`src/rtl/spi_regport_pkg.sv`:
```
package spi_regport_pkg;

    localparam int DW = 8;
    localparam int PW = 8;

    typedef enum logic [1:0] {
        PH_HEADER,
        PH_POINTER,
        PH_DATA,
        PH_IGNORE
    } phase_e;

    typedef struct packed {
        logic          en;
        logic [PW-1:0] addr;
        logic [DW-1:0] data;
    } wr_req_t;

    function automatic logic [DW-1:0] shift_in(input logic [DW-1:0] cur, input logic bit_in);
        return {cur[DW-2:0], bit_in};
    endfunction

    function automatic logic [DW-1:0] header_word(input logic [DW-2:0] dev_id);
        return {dev_id, 1'b0};
    endfunction

endpackage

```
`src/rtl/spi_in_sync.sv`:
```
module spi_in_sync #(
    parameter int          W      = 3,
    parameter int          STAGES = 2,
    parameter logic [W-1:0] RST_VAL = '0
) (
    input  logic         clk,
    input  logic         rst,
    input  logic [W-1:0] din,
    output logic [W-1:0] dout
);
    logic [W-1:0] stage_q [STAGES];

    for (genvar s = 0; s < STAGES; s++) begin : g_stage
        if (s == 0) begin : g_first
            always_ff @(posedge clk) begin
                if (rst) stage_q[s] <= RST_VAL;
                else     stage_q[s] <= din;
            end
        end else begin : g_rest
            always_ff @(posedge clk) begin
                if (rst) stage_q[s] <= RST_VAL;
                else     stage_q[s] <= stage_q[s-1];
            end
        end
    end

    assign dout = stage_q[STAGES-1];
endmodule

```
`src/rtl/spi_frame_fsm.sv`:
```
module spi_frame_fsm
    import spi_regport_pkg::*;
#(
    parameter logic [DW-2:0] DEV_ID = 7'b0011000
) (
    input  logic    clk,
    input  logic    rst,
    input  logic    cs_n_s,
    input  logic    sclk_s,
    input  logic    sdi_s,
    output logic    sclk_rise,
    output logic    ignoring,
    output wr_req_t wr_req
);
    localparam int CW = $clog2(DW);
    localparam logic [DW-1:0] HDR = header_word(DEV_ID);

    phase_e        phase_q;
    logic [CW-1:0] cnt_q;
    logic [DW-1:0] shreg_q;
    logic [PW-1:0] ptr_q;
    logic          sclk_prev_q;
    logic [DW-1:0] byte_nxt;
    logic          byte_done;

    assign sclk_rise = sclk_s & ~sclk_prev_q;
    assign byte_nxt  = shift_in(shreg_q, sdi_s);
    assign byte_done = (cnt_q == CW'(DW - 1));
    assign ignoring  = (phase_q == PH_IGNORE);

    always_ff @(posedge clk) begin
        if (rst) begin
            phase_q     <= PH_HEADER;
            cnt_q       <= '0;
            shreg_q     <= '0;
            ptr_q       <= '0;
            sclk_prev_q <= 1'b0;
            wr_req      <= '0;
        end else begin
            sclk_prev_q <= sclk_s;
            wr_req.en   <= 1'b0;
            if (cs_n_s) begin
                phase_q <= PH_HEADER;
                cnt_q   <= '0;
            end else if (sclk_rise) begin
                shreg_q <= byte_nxt;
                cnt_q   <= cnt_q + 1'b1;
                if (byte_done) begin
                    unique case (phase_q)
                        PH_HEADER:  phase_q <= (byte_nxt == HDR) ? PH_POINTER : PH_IGNORE;
                        PH_POINTER: begin
                            ptr_q   <= byte_nxt;
                            phase_q <= PH_DATA;
                        end
                        PH_DATA: begin
                            wr_req.en   <= 1'b1;
                            wr_req.addr <= ptr_q;
                            wr_req.data <= byte_nxt;
                            ptr_q       <= ptr_q + 1'b1;
                        end
                        PH_IGNORE:  phase_q <= PH_IGNORE;
                    endcase
                end
            end
        end
    end
endmodule

```
`src/rtl/spi_reg_bank.sv`:
```
module spi_reg_bank
    import spi_regport_pkg::*;
#(
    parameter int NREG = 16
) (
    input  logic               clk,
    input  logic               rst,
    input  wr_req_t            wr_req,
    output logic [NREG*DW-1:0] regs
);
    for (genvar r = 0; r < NREG; r++) begin : g_reg
        logic [DW-1:0] val_q;
        always_ff @(posedge clk) begin
            if (rst)
                val_q <= '0;
            else if (wr_req.en && (wr_req.addr == PW'(r)))
                val_q <= wr_req.data;
        end
        assign regs[r*DW +: DW] = val_q;
    end
endmodule

```
`src/rtl/spi_wr_regport.sv`:
```
module spi_wr_regport
    import spi_regport_pkg::*;
#(
    parameter int            NREG   = 16,
    parameter int            SYNC   = 2,
    parameter logic [DW-2:0] DEV_ID = 7'b0011000
) (
    input  logic               clk,
    input  logic               rst,
    input  logic               cs_n_in,
    input  logic               sclk_in,
    input  logic               sdi_in,
    output logic [NREG*DW-1:0] regs_out
);
    logic [2:0]    raw_in;
    logic [2:0]    sync_out;
    logic          cs_q;
    logic          sclk_q;
    logic          sdi_q;
    logic          rise;
    logic          skipping;
    wr_req_t       wr_req;
    logic          wr_en;
    logic [PW-1:0] wr_addr;
    logic [DW-1:0] wr_data;

    assign raw_in = {cs_n_in, sclk_in, sdi_in};

    spi_in_sync #(.W(3), .STAGES(SYNC), .RST_VAL(3'b100)) i_sync (
        .clk (clk),
        .rst (rst),
        .din (raw_in),
        .dout(sync_out)
    );

    assign {cs_q, sclk_q, sdi_q} = sync_out;

    spi_frame_fsm #(.DEV_ID(DEV_ID)) i_fsm (
        .clk      (clk),
        .rst      (rst),
        .cs_n_s   (cs_q),
        .sclk_s   (sclk_q),
        .sdi_s    (sdi_q),
        .sclk_rise(rise),
        .ignoring (skipping),
        .wr_req   (wr_req)
    );

    assign wr_en   = wr_req.en;
    assign wr_addr = wr_req.addr;
    assign wr_data = wr_req.data;

    spi_reg_bank #(.NREG(NREG)) i_bank (
        .clk   (clk),
        .rst   (rst),
        .wr_req(wr_req),
        .regs  (regs_out)
    );
endmodule

```
`config.mk`:
```
export PLATFORM = sky130hd
export DESIGN_NAME = spi_wr_regport
export DESIGN_NICKNAME = d
export VERILOG_FILES = /design/src/rtl/spi_regport_pkg.sv /design/src/rtl/spi_in_sync.sv /design/src/rtl/spi_frame_fsm.sv /design/src/rtl/spi_reg_bank.sv /design/src/rtl/spi_wr_regport.sv
export SDC_FILE = /design/constraint.sdc
export NUM_CORES = 1
export LEC_CHECK = 0
export BUFFER_PORTS_ARGS = -buffer_cell sky130_fd_sc_hd__buf_4
export CAP_MARGIN = 10
export CELL_PAD_IN_SITES_DETAIL_PLACEMENT = 0
export CELL_PAD_IN_SITES_GLOBAL_PLACEMENT = 1
export CORE_ASPECT_RATIO = 1.5
export CORE_MARGIN = 2
export CORE_UTILIZATION = 38
export CTS_CLUSTER_SIZE = 24
export DETAILED_ROUTE_END_ITERATION = 10
export PLACE_DENSITY_LB_ADDON = 0.1
export REMOVE_ABC_BUFFERS = 1
export SLEW_MARGIN = 20
export SYNTH_ARGS = -nofsm -noshare
export SYNTH_HDL_FRONTEND = slang
export SYNTH_SLANG_ARGS = --single-unit
```
`constraint.sdc`:
```
create_clock -name clk -period 1.7 [get_ports clk]
set_input_delay 0.085 -clock clk [delete_from_list [all_inputs] [get_ports clk]]
set_output_delay 0.085 -clock clk [all_outputs]
set_load 0.01 [all_outputs]
```
-- Word level (Yosys, flattened, before mapping)
Memory sizes are Yosys's and may differ from the RTL's.
Index checks and enable logic that the tools add are counted.
- register bits after elaboration: 166
- RAM bits: 6
- input port bits: 5
- output and inout bits: 128
- memories kept: 1
- memory list (name ; words ; bits a word ; rd ports ; clocked after memory_dff ; wr ports ; line ; RTL):
    i_sync.stage_q ; 2 ; 3 ; 2 ; 0 ; 2 ; spi_in_sync.sv:11 ; logic [W-1:0] stage_q [STAGES];
- add/sub/neg operators: 2
- equality and inequality tests: 20
- muxes and demuxes: 9
- bitwise operators: 7
- reductions and logical operators: 26
- operators by type and width (kind ; count):
    $eq 8x4->1 const B ; 8
    $eq 8x3->1 const B ; 4
    $mux 17 ; 1
    $eq 8x2->1 const B ; 2
    $logic_and 1x1->1 ; 16
    $pmux 8 s2 ; 1
    $add 8x1->8 const B ; 1
    $eq 8x1->1 const B ; 1
    $eq 8x6->1 const B ; 1
    $logic_not 8->1 ; 1
    $reduce_and 4->1 ; 2
    $mux 3 ; 2
    $pmux 2 s3 ; 1
    $eq 2x2->1 const B ; 2
    $not 1->1 ; 4
    $reduce_or 4->1 ; 1
    $add 3x1->3 const B ; 1
    $eq 3x3->1 const B ; 1
    $mux 1 ; 3
    $reduce_and 3->1 ; 1
    $reduce_bool 3->1 ; 1
    $eq 2x1->1 const B ; 1
    $logic_not 2->1 ; 1
    $mux 2 ; 1
    5 further kinds ; 6

-- Longest topological paths before layout
- depth in word-level cells: 4
- gate-level depth with buffers: 8
- mapped depth without buffers: 6

-- By module
A second synthesis with hierarchy kept.
- cells, all modules: 647
- area, all modules: 7084.3 um^2
- modules (own cells, without submodules) (module ; instances ; cells each ; area an instance (um^2) ; seq. area each (um^2)):
    spi_reg_bank ; 1 ; 459 ; 5227.5 ; 2562.5
    spi_frame_fsm ; 1 ; 176 ; 1699.1 ; 760.7
    spi_in_sync ; 1 ; 12 ; 157.7 ; 120.1

-- Worst setup path before layout
OpenSTA, ideal clock, no wires.
- path type: reg-to-reg
- start: register i_fsm.phase_q[0]
- end: register i_fsm.wr_req[0] (netlist name)
- library setup time: 0.128 ns
- data arrival time: 1.571 ns
- slack: 0.002 ns
- stages on the path, launching flop included: 9
- clock period less this slack: 1.698 ns
- cell sequence: dfxtp_1 -> inv_1 -> ha_1 -> clkbuf_1 -> and3_1 -> buf_2 -> buf_4 -> mux2i_1 -> nor2_1
- word-level cells in the longest chain between the ends: 2
- ends and longest elaborated chain (item ; line ; RTL):
    start: declaration ; spi_frame_fsm.sv:18 ; phase_e phase_q;
    start signal: assignment ; spi_frame_fsm.sv:50 ; PH_HEADER: phase_q <= (byte_nxt == HDR) ? PH_POINTER : PH_IGNORE;
    $eq 2x2->1 ; spi_frame_fsm.sv:49 ; unique case (phase_q)
    $reduce_and 4->1 (no source line) ; n/a ;
No other way between the ends.
A chain may end at the register's enable or synchronous reset.

-- Final worst setup path
- start: register i_fsm.cnt_q[0]
- end: register i_fsm.ptr_q[4]
- word-level cells in the longest chain between the ends: 2
- ends and longest elaborated chain (item ; line ; RTL):
    start: declaration ; spi_frame_fsm.sv:19 ; logic [CW-1:0] cnt_q;
    start signal: assignment ; spi_frame_fsm.sv:47 ; cnt_q <= cnt_q + 1'b1;
    $eq 3x3->1 ; spi_frame_fsm.sv:28 ; assign byte_done = (cnt_q == CW'(DW - 1));
    $reduce_and 4->1 (no source line) ; n/a ;
    end signal: assignment ; spi_frame_fsm.sv:52 ; ptr_q <= byte_nxt;
    end signal: assignment ; spi_frame_fsm.sv:59 ; ptr_q <= ptr_q + 1'b1;
    end: declaration ; spi_frame_fsm.sv:21 ; logic [PW-1:0] ptr_q;
No other way between the ends.

==> results.toml <==
[grt]
grt_util_met1_pct = 21.63
grt_pass1_wl_mm = 25.96
grt_use_met3_pct = 4.170
top_usage_layer = "met2"
antenna_found_initial = 0
grt_max_degree = 92
use_met2_pct = 33.63
grt_pass1_vias = 4577
overflow = 0
grt_usage_pct = 18.50

[setup_path]
path_max_fanout = 5
path_class = "reg -> reg"
crit_path_start_kind = "flip-flop"
arrival_ns = 1.90
endpoint_kind = "flip-flop"
startpoint = "i_fsm.cnt_q[0]$_SDFFE_PP0P_"
crit_required_ns = 2.00
cp_common_cell = "ha_1"
r2r-start = "i_fsm.cnt_q[0]$_SDFFE_PP0P_"
cp_cell_sequence = "ha_1 -> ha_1 -> nand3b_1 -> or3_4 -> o21ai_0 -> a21oi_1"
cpMaxStageDelayCell = "or3_4"
cpPeakStageDelay_ns = 0.40
path_delay_family = "simple AND/OR/NAND/NOR gates"
crit_buf_inv = 0

[place]
preCtsSetupSlack_ns = 0.07219
io_buffers = 132
gp_congestion = 0.7549
dp_hpwl_mm = 11.77

[cells_and_area]
nets = 781
layout-drive-gt1-share_pct = 26.32
area_delta_synth_final_pct = 29.59
multi_input_area_um2 = 2870
fillCellCount = 1566
layout.area.seq_um2 = 3443
diodes = 0

[drt]
drc = 0
first_pass_iters = 4
vias_per_cell = 4.840
routed_wl_mm = 16.79
drt_iter0_drc = 234
drtAntennaViolNets = 0
dr_total_vias = 4787
drt-wirelength-per-cell_um = 16.97

[floorplan]
io_pins = 133
rows = 58
die-height_um = 164.2
core_um2 = 16760
start_util_pct = 38.79
die_w_um = 110.8
design.die.area_um2 = 18200

[pwr]
total_power_mw = 7.890
internal_power_mw = 6.305
power.density_nw_per_um2 = 936.3
netSwitchingFraction_pct = 20.09
p_leak_nw = 4.313
vdd_ir_drop_max_uv = 536.0
pwr-share-clk_pct = 47.4
seq_power_share_pct = 51.2
p_sw_mw = 1.585
combPwrFrac_pct = 1.4

[logic_synthesis]
synthArstFlopShare_pct = 0
synth_edf_count = 0
synth_cell_type_count = 37
synth.most_common_cell = "dfxtp_1"
ys_seq_area_share_pct = 52.95
yosysWarnings = 0
syn_avg_cell_area_um2 = 10.19
ys_ff_latch = 172
syn_inst = 638
syn_area_um2 = 6502
ys_top_cells_by_area = "dfxtp_1, mux2i_1, nor2_1"
synthFlopType = "dfxtp_1"
synth_top_area_share_pct = 52.95
synth_area_leader_cell = "dfxtp_1"
synthTopCellsByCount = "dfxtp_1, nor2_1, mux2i_1"

[timing]
report.final.slew_viol_count = 0
fin_crit_sh_pct = 94.23
hold_viol_final = 0
whs_ns = 0.4066
post-route-min-period_ns = 1.602
fin_ws_ns = 0.09803
max_slew_margin_pct = 42.67
fmax_ghz = 0.6242
fin_setup_tns_ns = 0
setup_viol = 0
worst_pin_slew_ns = 0.8588
fin_worst_skew_ns = 0.008025

[clock_tree]
insertion_delay_ns = 0.42
numCtsBuffers = 17
cts-htree-levels = 4
clk_path_buf_depth = 2
cts_tree = "yes"
cts_setup_buffers = 0
cts.root.buffer_cell = "clkbuf_16"
cts.sinks = 172
clk_pin_slew_ns = 0.06

[worst_hold_path]
hold_start = "i_sync.stage_q[0][2]$_SDFF_PP1_"
holdCritPathClass = "reg -> reg"

[job]
max_cap_violations = 0

[outcome]
status = "complete, no violations"
## cells by family (layout without fill, tap and decap cells)
kind of cell | count (synthesis) | count (layout) | share of synthesized area (%)
AO/OA/AOI/OAI | 29 | 29 | 2.675
XOR/XNOR | 1 | 1 | 0.1347
adder cells (fa/ha/maj) | 8 | 8 | 1.539
buffers and inverters | 53 | 194 | 3.156
flip-flops | 172 | 172 | 52.95
multiplexers | 151 | 151 | 23.24
AND/OR/NAND/NOR | 224 | 224 | 16.30
## path summary, 6_finish.rpt
| path | cells after the start | to | slack (ns) |
|---|---|---|---|
| setup / recovery | 6 | i_fsm.ptr_q[4]$_SDFFE_PP0P_ | 0.1 |
| hold / removal | 1 | i_sync.stage_q[1][2]$_SDFF_PP1_ | 0.41 |
| setup reg to reg | 6 | i_fsm.ptr_q[4]$_SDFFE_PP0P_ | 0.1 |
| hold reg to reg | 1 | i_sync.stage_q[1][2]$_SDFF_PP1_ | 0.41 |
## power by group through the flow
stage / Sequential (mW) / Clock (mW) / Combinational (mW)
2_1_floorplan: 4.13 / 0 / 0.0143
3_3_place_gp: 4.13 / 0 / 0.0951
3_5_place_dp: 4.13 / 0 / 0.0958
4_1_cts: 4.04 / 3.85 / 0.107
5_1_grt: 4.04 / 4.00 / 0.115
6_report: 4.04 / 3.74 / 0.107
## state kept, by name, indices dropped and copies added (netlist names)
signal and count:
i_fsm.wr_req 17, i_fsm.sclk_prev_q 1, i_fsm.phase_q 2, i_fsm.shreg_q 7, i_sync.stage_q 6, i_fsm.ptr_q 8, i_fsm.cnt_q 3, i_bank.g.val_q 128
## layout by cell type (no fill, tap or decap), drive strengths merged, types with 3 or more instances in the layout
master,count
nand2,8
clkbuf,25
clkinvlp,3
nand3,19
buf,152
mux2i,151
nor2b,10
o21ai,8
or2,4
inv,6
nor4,3
a21oi,10
dlygate4sd3,6
ha,8
nor2,164
a211oi,4
dfxtp,172
## repair_timing
| action | 4_1_cts | 5_1_grt |
|---|---|---|
| gates resized for setup | 0 | 4 |
| setup endpoints to repair | 0 | 7 |
| hold buffers | 6 | 0 |
| hold endpoints to repair | 6 | 0 |
## layer usage
layer	wire length [um]	up-vias	part of all wire (%)
li1	-	2391	-
met1	7053	2302	42
met2	9010	81	54
met3	525	13	3.1
met4	197	0	1.2
met5	0	-	0
## final cells by class
cell class              count  area share [%]
well taps                 210           3.118
inverters                   6          0.2673
flip-flops and latches    172           40.86
clock inverters             5          0.6830
multi-input cells         413           34.06
repair buffers            158           14.89
clock buffers              25           6.117
## metrics by stage
step,cell area [um2],utilization (%),std cells
after CTS,8413,50.19,989
after global routing,8427,50.27,989
after floorplan,6320,-,591
after global placement,7780,46.41,953
after detailed placement,7780,46.41,953
final,8427,50.27,989
Power figures use the tool's default switching activity.
